File: src/rtl/dsp_boot_pkg.sv
package dsp_boot_pkg;

    typedef enum logic [3:0] {
        ST_WAIT_CFG,
        ST_FPGA_HOLD,
        ST_SOFT_HOLD,
        ST_CS_HOLD,
        ST_SEND,
        ST_ACK,
        ST_SWITCH,
        ST_RETRY,
        ST_READY,
        ST_ERROR
    } boot_state_e;

    function automatic int unsigned max4(input int unsigned a, input int unsigned b,
                                         input int unsigned c, input int unsigned d);
        int unsigned m;
        m = a;
        if (b > m) m = b;
        if (c > m) m = c;
        if (d > m) m = d;
        return m;
    endfunction

endpackage

File: src/rtl/boot_timer.sv
module boot_timer #(
    parameter int unsigned W = 8
) (
    input  logic         clk,
    input  logic         rst_n,
    input  logic         clr_i,
    input  logic [W-1:0] limit_i,
    output logic         hit_o
);
    logic [W-1:0] cnt_d, cnt_q;

    assign hit_o = (cnt_q == limit_i - W'(1));

    always_comb begin
        cnt_d = cnt_q;
        if (clr_i)       cnt_d = '0;
        else if (!hit_o) cnt_d = cnt_q + W'(1);
    end

    always_ff @(posedge clk or negedge rst_n) begin
        if (!rst_n) cnt_q <= '0;
        else        cnt_q <= cnt_d;
    end

    AST_TMR_HOLD: assert property (@(posedge clk) disable iff (!rst_n)
        (hit_o && !clr_i && $stable(limit_i)) |=> hit_o);
endmodule

File: src/rtl/boot_ack_check.sv
module boot_ack_check (
    input  logic armed_i,
    input  logic stage_i,
    input  logic ack_i,
    input  logic hit_i,
    output logic pass_o,
    output logic timeout_o
);
    // stage 0 expects the line low, stage 1 expects it high
    always_comb begin
        pass_o    = armed_i && (ack_i == stage_i);
        timeout_o = armed_i && !pass_o && hit_i;
    end
endmodule

File: src/rtl/boot_select.sv
module boot_select #(
    parameter int unsigned N_DEV = 2,
    parameter int unsigned DW    = 1
) (
    input  logic          en_i,
    input  logic [DW-1:0] dev_i,
    output logic [N_DEV-1:0] cs_n_o
);
    for (genvar i = 0; i < N_DEV; i++) begin : g_cs
        assign cs_n_o[i] = !(en_i && (dev_i == DW'(i)));
    end
endmodule

File: src/rtl/dsp_boot_seq.sv
module dsp_boot_seq
    import dsp_boot_pkg::*;
#(
    parameter int unsigned N_DEV          = 2,
    parameter int unsigned CLK_MHZ        = 125,
    parameter int unsigned FPGA_RST_US    = 1000,
    parameter int unsigned SOFT_RST_US    = 5000,
    parameter int unsigned CS_WAIT_US     = 500000,
    parameter int unsigned ACK_TIMEOUT_US = 6000,
    parameter int unsigned MAX_RETRY      = 3
) (
    input  logic             clk,
    input  logic             rst_n,
    input  logic             cfg_done_i,
    input  logic             ack_i,
    input  logic             xfer_done_i,
    output logic             fpga_rst_n_o,
    output logic             soft_rst_n_o,
    output logic [N_DEV-1:0] cs_n_o,
    output logic             xfer_req_o,
    output logic             xfer_stage_o,
    output logic             busy_o,
    output logic             ready_o,
    output logic             error_o
);
    localparam int unsigned FPGA_CYC = CLK_MHZ * FPGA_RST_US;
    localparam int unsigned SOFT_CYC = CLK_MHZ * SOFT_RST_US;
    localparam int unsigned CS_CYC   = CLK_MHZ * CS_WAIT_US;
    localparam int unsigned ACK_CYC  = CLK_MHZ * ACK_TIMEOUT_US;
    localparam int unsigned MAX_CYC  = max4(FPGA_CYC, SOFT_CYC, CS_CYC, ACK_CYC);
    localparam int unsigned CW       = $clog2(MAX_CYC + 1);
    localparam int unsigned DW       = (N_DEV > 1) ? $clog2(N_DEV) : 1;
    localparam int unsigned RW       = $clog2(MAX_RETRY + 2);

    typedef struct packed {
        boot_state_e   st;
        logic [DW-1:0] dev;
        logic          stage;
        logic [RW-1:0] tries;
    } ctl_t;

    ctl_t          ctl_d, ctl_q;
    logic [CW-1:0] limit;
    logic          hit, ack_pass, ack_timeout, tmr_clr, sel_en;

    always_comb begin
        case (ctl_q.st)
            ST_FPGA_HOLD: limit = CW'(FPGA_CYC);
            ST_SOFT_HOLD: limit = CW'(SOFT_CYC);
            ST_CS_HOLD:   limit = CW'(CS_CYC);
            default:      limit = CW'(ACK_CYC);
        endcase
    end

    assign tmr_clr = (ctl_d.st != ctl_q.st);
    assign sel_en  = (ctl_q.st == ST_SEND) || (ctl_q.st == ST_ACK);

    boot_timer #(.W(CW)) i_timer (
        .clk     (clk),
        .rst_n   (rst_n),
        .clr_i   (tmr_clr),
        .limit_i (limit),
        .hit_o   (hit)
    );

    boot_ack_check i_ack_check (
        .armed_i   (ctl_q.st == ST_ACK),
        .stage_i   (ctl_q.stage),
        .ack_i     (ack_i),
        .hit_i     (hit),
        .pass_o    (ack_pass),
        .timeout_o (ack_timeout)
    );

    boot_select #(.N_DEV(N_DEV), .DW(DW)) i_select (
        .en_i   (sel_en),
        .dev_i  (ctl_q.dev),
        .cs_n_o (cs_n_o)
    );

    always_comb begin
        ctl_d = ctl_q;
        case (ctl_q.st)
            ST_WAIT_CFG:  if (cfg_done_i) ctl_d.st = ST_FPGA_HOLD;
            ST_FPGA_HOLD: if (hit) ctl_d.st = ST_SOFT_HOLD;
            ST_SOFT_HOLD: if (hit) ctl_d.st = ST_CS_HOLD;
            ST_CS_HOLD: begin
                if (hit) begin
                    ctl_d.st    = ST_SEND;
                    ctl_d.dev   = DW'(N_DEV - 1);
                    ctl_d.stage = 1'b0;
                end
            end
            ST_SEND: if (xfer_done_i) ctl_d.st = ST_ACK;
            ST_ACK: begin
                if (ack_pass) begin
                    if (!ctl_q.stage) begin
                        ctl_d.st    = ST_SEND;
                        ctl_d.stage = 1'b1;
                    end else if (ctl_q.dev == '0) begin
                        ctl_d.st = ST_READY;
                    end else begin
                        ctl_d.st = ST_SWITCH;
                    end
                end else if (ack_timeout) begin
                    if (ctl_q.tries == RW'(MAX_RETRY)) begin
                        ctl_d.st = ST_ERROR;
                    end else begin
                        ctl_d.st    = ST_RETRY;
                        ctl_d.tries = ctl_q.tries + RW'(1);
                    end
                end
            end
            ST_SWITCH: begin
                ctl_d.st    = ST_SEND;
                ctl_d.dev   = ctl_q.dev - DW'(1);
                ctl_d.stage = 1'b0;
            end
            ST_RETRY: begin
                ctl_d.st    = ST_SEND;
                ctl_d.dev   = DW'(N_DEV - 1);
                ctl_d.stage = 1'b0;
            end
            default: ctl_d = ctl_q;
        endcase
    end

    always_ff @(posedge clk or negedge rst_n) begin
        if (!rst_n) begin
            ctl_q <= '{st: ST_WAIT_CFG, dev: '0, stage: 1'b0, tries: '0};
        end else begin
            ctl_q <= ctl_d;
        end
    end

    assign fpga_rst_n_o = (ctl_q.st > ST_FPGA_HOLD);
    assign soft_rst_n_o = (ctl_q.st > ST_SOFT_HOLD);
    assign xfer_req_o   = (ctl_q.st == ST_SEND);
    assign xfer_stage_o = ctl_q.stage;
    assign busy_o       = (ctl_q.st != ST_WAIT_CFG) && (ctl_q.st != ST_READY)
                          && (ctl_q.st != ST_ERROR);
    assign ready_o      = (ctl_q.st == ST_READY);
    assign error_o      = (ctl_q.st == ST_ERROR);

    AST_RST_ORDER: assert property (@(posedge clk) disable iff (!rst_n)
        soft_rst_n_o |-> fpga_rst_n_o);
    AST_RST_STICKY: assert property (@(posedge clk) disable iff (!rst_n)
        fpga_rst_n_o |=> (fpga_rst_n_o && ($past(soft_rst_n_o) -> soft_rst_n_o)));
    AST_ONE_SELECT: assert property (@(posedge clk) disable iff (!rst_n)
        $onehot0(~cs_n_o));
    AST_SELECT_GAP: assert property (@(posedge clk) disable iff (!rst_n)
        (!(&cs_n_o) && !(&$past(cs_n_o))) |-> $stable(cs_n_o));
    AST_REQ_SELECT: assert property (@(posedge clk) disable iff (!rst_n)
        xfer_req_o |-> (!(&cs_n_o) && soft_rst_n_o));
    AST_STAGE_HOLD: assert property (@(posedge clk) disable iff (!rst_n)
        (xfer_req_o && $past(xfer_req_o)) |-> $stable(xfer_stage_o));
    AST_RETRY_BOUND: assert property (@(posedge clk) disable iff (!rst_n)
        ctl_q.tries <= RW'(MAX_RETRY));
    AST_ERR_STICKY: assert property (@(posedge clk) disable iff (!rst_n)
        error_o |=> (error_o && (&cs_n_o) && !xfer_req_o));
    AST_READY_STICKY: assert property (@(posedge clk) disable iff (!rst_n)
        ready_o |=> ready_o);
    AST_BUSY_EXCL: assert property (@(posedge clk) disable iff (!rst_n)
        busy_o |-> (!ready_o && !error_o));
endmodule

File: config.mk
export PLATFORM = sky130hd
export DESIGN_NAME = dsp_boot_seq
export DESIGN_NICKNAME = d
export VERILOG_FILES = /design/src/rtl/dsp_boot_pkg.sv /design/src/rtl/boot_timer.sv /design/src/rtl/boot_ack_check.sv /design/src/rtl/boot_select.sv /design/src/rtl/dsp_boot_seq.sv
export SDC_FILE = /design/constraint.sdc
export NUM_CORES = 1
export LEC_CHECK = 0
export BUFFER_PORTS_ARGS = -buffer_cell sky130_fd_sc_hd__buf_2
export CORE_MARGIN = 5
export CORE_UTILIZATION = 50
export CTS_BUF_LIST = sky130_fd_sc_hd__clkbuf_4 sky130_fd_sc_hd__clkbuf_8
export CTS_CLUSTER_SIZE = 12
export DETAILED_ROUTE_END_ITERATION = 7
export PLACE_DENSITY = 0.65
export SYNTH_ARGS = -nofsm -noshare
export SYNTH_HDL_FRONTEND = slang
export SYNTH_SLANG_ARGS = --single-unit
File: constraint.sdc
create_clock -name clk -period 6.2 [get_ports clk]
set_input_delay 0.62 -clock clk [delete_from_list [all_inputs] [get_ports clk]]
set_output_delay 0.62 -clock clk [all_outputs]
set_load 0.05 [all_outputs]
==> impl_metrics.toml <==
[finish]
layout_common_cells = "dfrtp_1, nor2_1, nand2_1"
finalNetCount = 295
post-route-cell-area_um2 = 2590
diodes = 0
areaGrowthSynthToFinish_pct = 5.78
drive_above_1_share_pct = 10.1
n_fill_cell = 438
final_common_cell = "dfrtp_1"

[route]
drc_errors = 0
totalWireLength_um = 5500
vias = 2130
detailedRoute.firstIterationViolations = 379
vias_per_cell = 6.00
first_pass_iters = 7
routedWlPerCell_um = 15.5
ant_nets = 0

[cts]
cts_num_sinks = 35
clockBufferDepth = 2
cts_resized = 0
post_cts_buffers = 0
h-tree-depth = 2
cts_tree = "built"
cts_hold_buf = 0
cts_inserted_buffers = 5
clkTransAtPathRegs_ns = 0.08
insertion_delay_ns = 0.29
cts_root_buf = "clkbuf_8"

[power]
switchingPower_w = 0.000207
vdd_drop_max_mv = 0.192
leakage_nw = 1.05
pwr-share-comb_pct = 22.6
p_per_area_nw_per_um2 = 230
seqPwrFrac_pct = 49.0
power_frac_clock_pct = 28.3
p_int_w = 0.000388
p_sw_share_pct = 34.8

[placement]
post_dp_cell_area_um2 = 2500
gp_congestion = 0.935
hpwl_um = 3760
numPortBuffers = 13

[critical_path]
crit_chain = "nand4bb_1 > or3_1 > a221oi_4 > nand3_2 > o21ai_1 > nor4_1"
crit_arrival_ns = 3.68
cp_top_family = "compound AO/OA/AOI/OAI gates"
crit_fanout = 30
end_kind = "flop"
cp_slowest_cell = "o21ai_1"
critPathBufInv = 0
cp-start-kind = "flop"
worst-setup-path-type = "reg2reg"
required_ns = 6.33
max_stage_delay_ns = 0.91

[timing]
setup_tns_ns = 0
fin_crit_sh_pct = 57.2
relSlewSlack_pct = 31.9
clock_skew_ns = 0.00384
max_freq_ghz = 0.282
drv_slew = 0
hold_viol = 0
fin_crit_ns = 3.55
tightest_slew_ns = 1.01
setup_viol = 0
rsz0062_at_grt = "false"

[synth]
synth_ff_type = "dfrtp_1"
syn_avg_cell_area_um2 = 8.58
synth-edff-count = 0
synth-seq-cells = 35
synth_fp_nets = 293
ys_seq_area_share_pct = 35.8
syn_inst = 285
ys_types = 53
synthTopCellsByArea = "dfrtp_1, xnor2_1, nor2_1"
syn_area_um2 = 2440
postSynth.asyncResetShare_pct = 100
yosysTopAreaCellShare_pct = 35.8
yosys.area.top_type = "dfrtp_1"
yosysWarningCount = 0

[die]
io_pins = 14
die_area_um2 = 6390
die_h_um = 79.9
fp.coreArea_um2 = 4720
start_util_pct = 51.8
row_count = 25
die_x_um = 79.9

[grt]
grt_start_max_net_pins = 36
grt_pass1_vias = 1858
antenna_found_initial = 0
grt_pass1_wl_um = 9240
grt_overflow = 0
grt_usage_pct = 18.5

[hold_path]
hp-class = "in2async"

[job]
cap_violations = 0

[run_status]
outcome = "completed"
-- metrics by stage --
| step | cells | setup slack [ns] | hold slack, ns | total power, W | util (%) |
|---|---|---|---|---|---|
| after global placement | 347 | 2.74 | 0.467 | 0.000427 | 52.9 |
| after detailed placement | 347 | 2.68 | 0.473 | 0.000429 | 52.9 |
| after global routing | 355 | 2.34 | 0.486 | 0.000631 | 54.8 |
| after floorplan | 285 | 3.51 | 0.324 | 0.000391 | - |
| after CTS | 355 | 2.66 | 0.441 | 0.000598 | 54.8 |
| final | 355 | 2.65 | 0.397 | 0.000594 | 54.8 |
-- flip-flops by register name (all words and copies together), names as in the netlist --
name	flops
i_timer.cnt_q	26
ctl_q	8
xfer_stage_o	1
-- Yosys cell counts, types with 4 or more instances --
cell type and count:
and3_1 5, nor4_1 4, o21ai_0 13, xnor2_1 13, xor2_1 11, dfrtp_1 35, nand2_1 20, or3_1 6
nor2_1 27, clkbuf_1 13, a31oi_1 10, a21oi_1 8, nand4_1 5, nand3_1 17, buf_6 4, inv_1 5
nand2b_1 11, nor2b_1 11, nor3_1 17
-- cell type report --
| class | count | area [um^2] | share of cell area, % |
|---|---|---|---|
| Inverter | 5 | 18.8 | 0.726 |
| Sequential cell | 35 | 876 | 33.9 |
| Timing Repair Buffer | 14 | 72.6 | 2.81 |
| Clock buffer | 5 | 68.8 | 2.66 |
| Multi-Input combinational cell | 226 | 1450 | 55.9 |
| Clock inverter | 3 | 20.0 | 0.774 |
| Tap cell | 67 | 83.8 | 3.24 |
-- cells by family after synthesis --
| kind of cell | synth area share, % |
|---|---|
| fa+ha+maj | 1.54 |
| buf+inv | 5.02 |
| compound gates | 15.0 |
| flops | 35.8 |
| xor+xnor | 8.60 |
| simple gates | 31.9 |
| mux | 2.15 |
-- per-layer routing --
layer	wire length (um)	track usage [%]	up-vias	part of all wire [%]
met4	83	5.74	0	1.5
met1	2720	28.3	1022	50
met2	2340	25.5	66	43
met3	349	4.18	8	6.3
li1	-	-	1034	-
met5	0	0	-	0
-- final timing paths --
| kind | startpoint | endpoint | slack [ns] | depth (start not counted) |
|---|---|---|---|---|
| max | ctl_q[6] | i_timer.cnt_q[14] | 2.65 | 6 |
| min | rst_n | ctl_q[4] | 0.40 | 1 |
| max reg2reg | ctl_q[6] | i_timer.cnt_q[14] | 2.65 | 6 |
| min reg2reg | ctl_q[0] | ctl_q[0] | 0.48 | 1 |
| max in group asynchronous | rst_n | i_timer.cnt_q[2] | 5.30 | 1 |
| min in group clk | ctl_q[0] | ctl_q[0] | 0.48 | 1 |
-- power by group through the flow --
stage	clock (W)	combinational [W]	sequential (W)
after floorplan	0	0.000102	0.000289
after global placement	0	0.000132	0.000295
after detailed placement	0	0.000134	0.000295
after CTS	0.000173	0.000135	0.000290
after global routing	0.000182	0.000151	0.000297
final	0.000169	0.000134	0.000292
No activity file was read; power rests on OpenSTA's default activity.
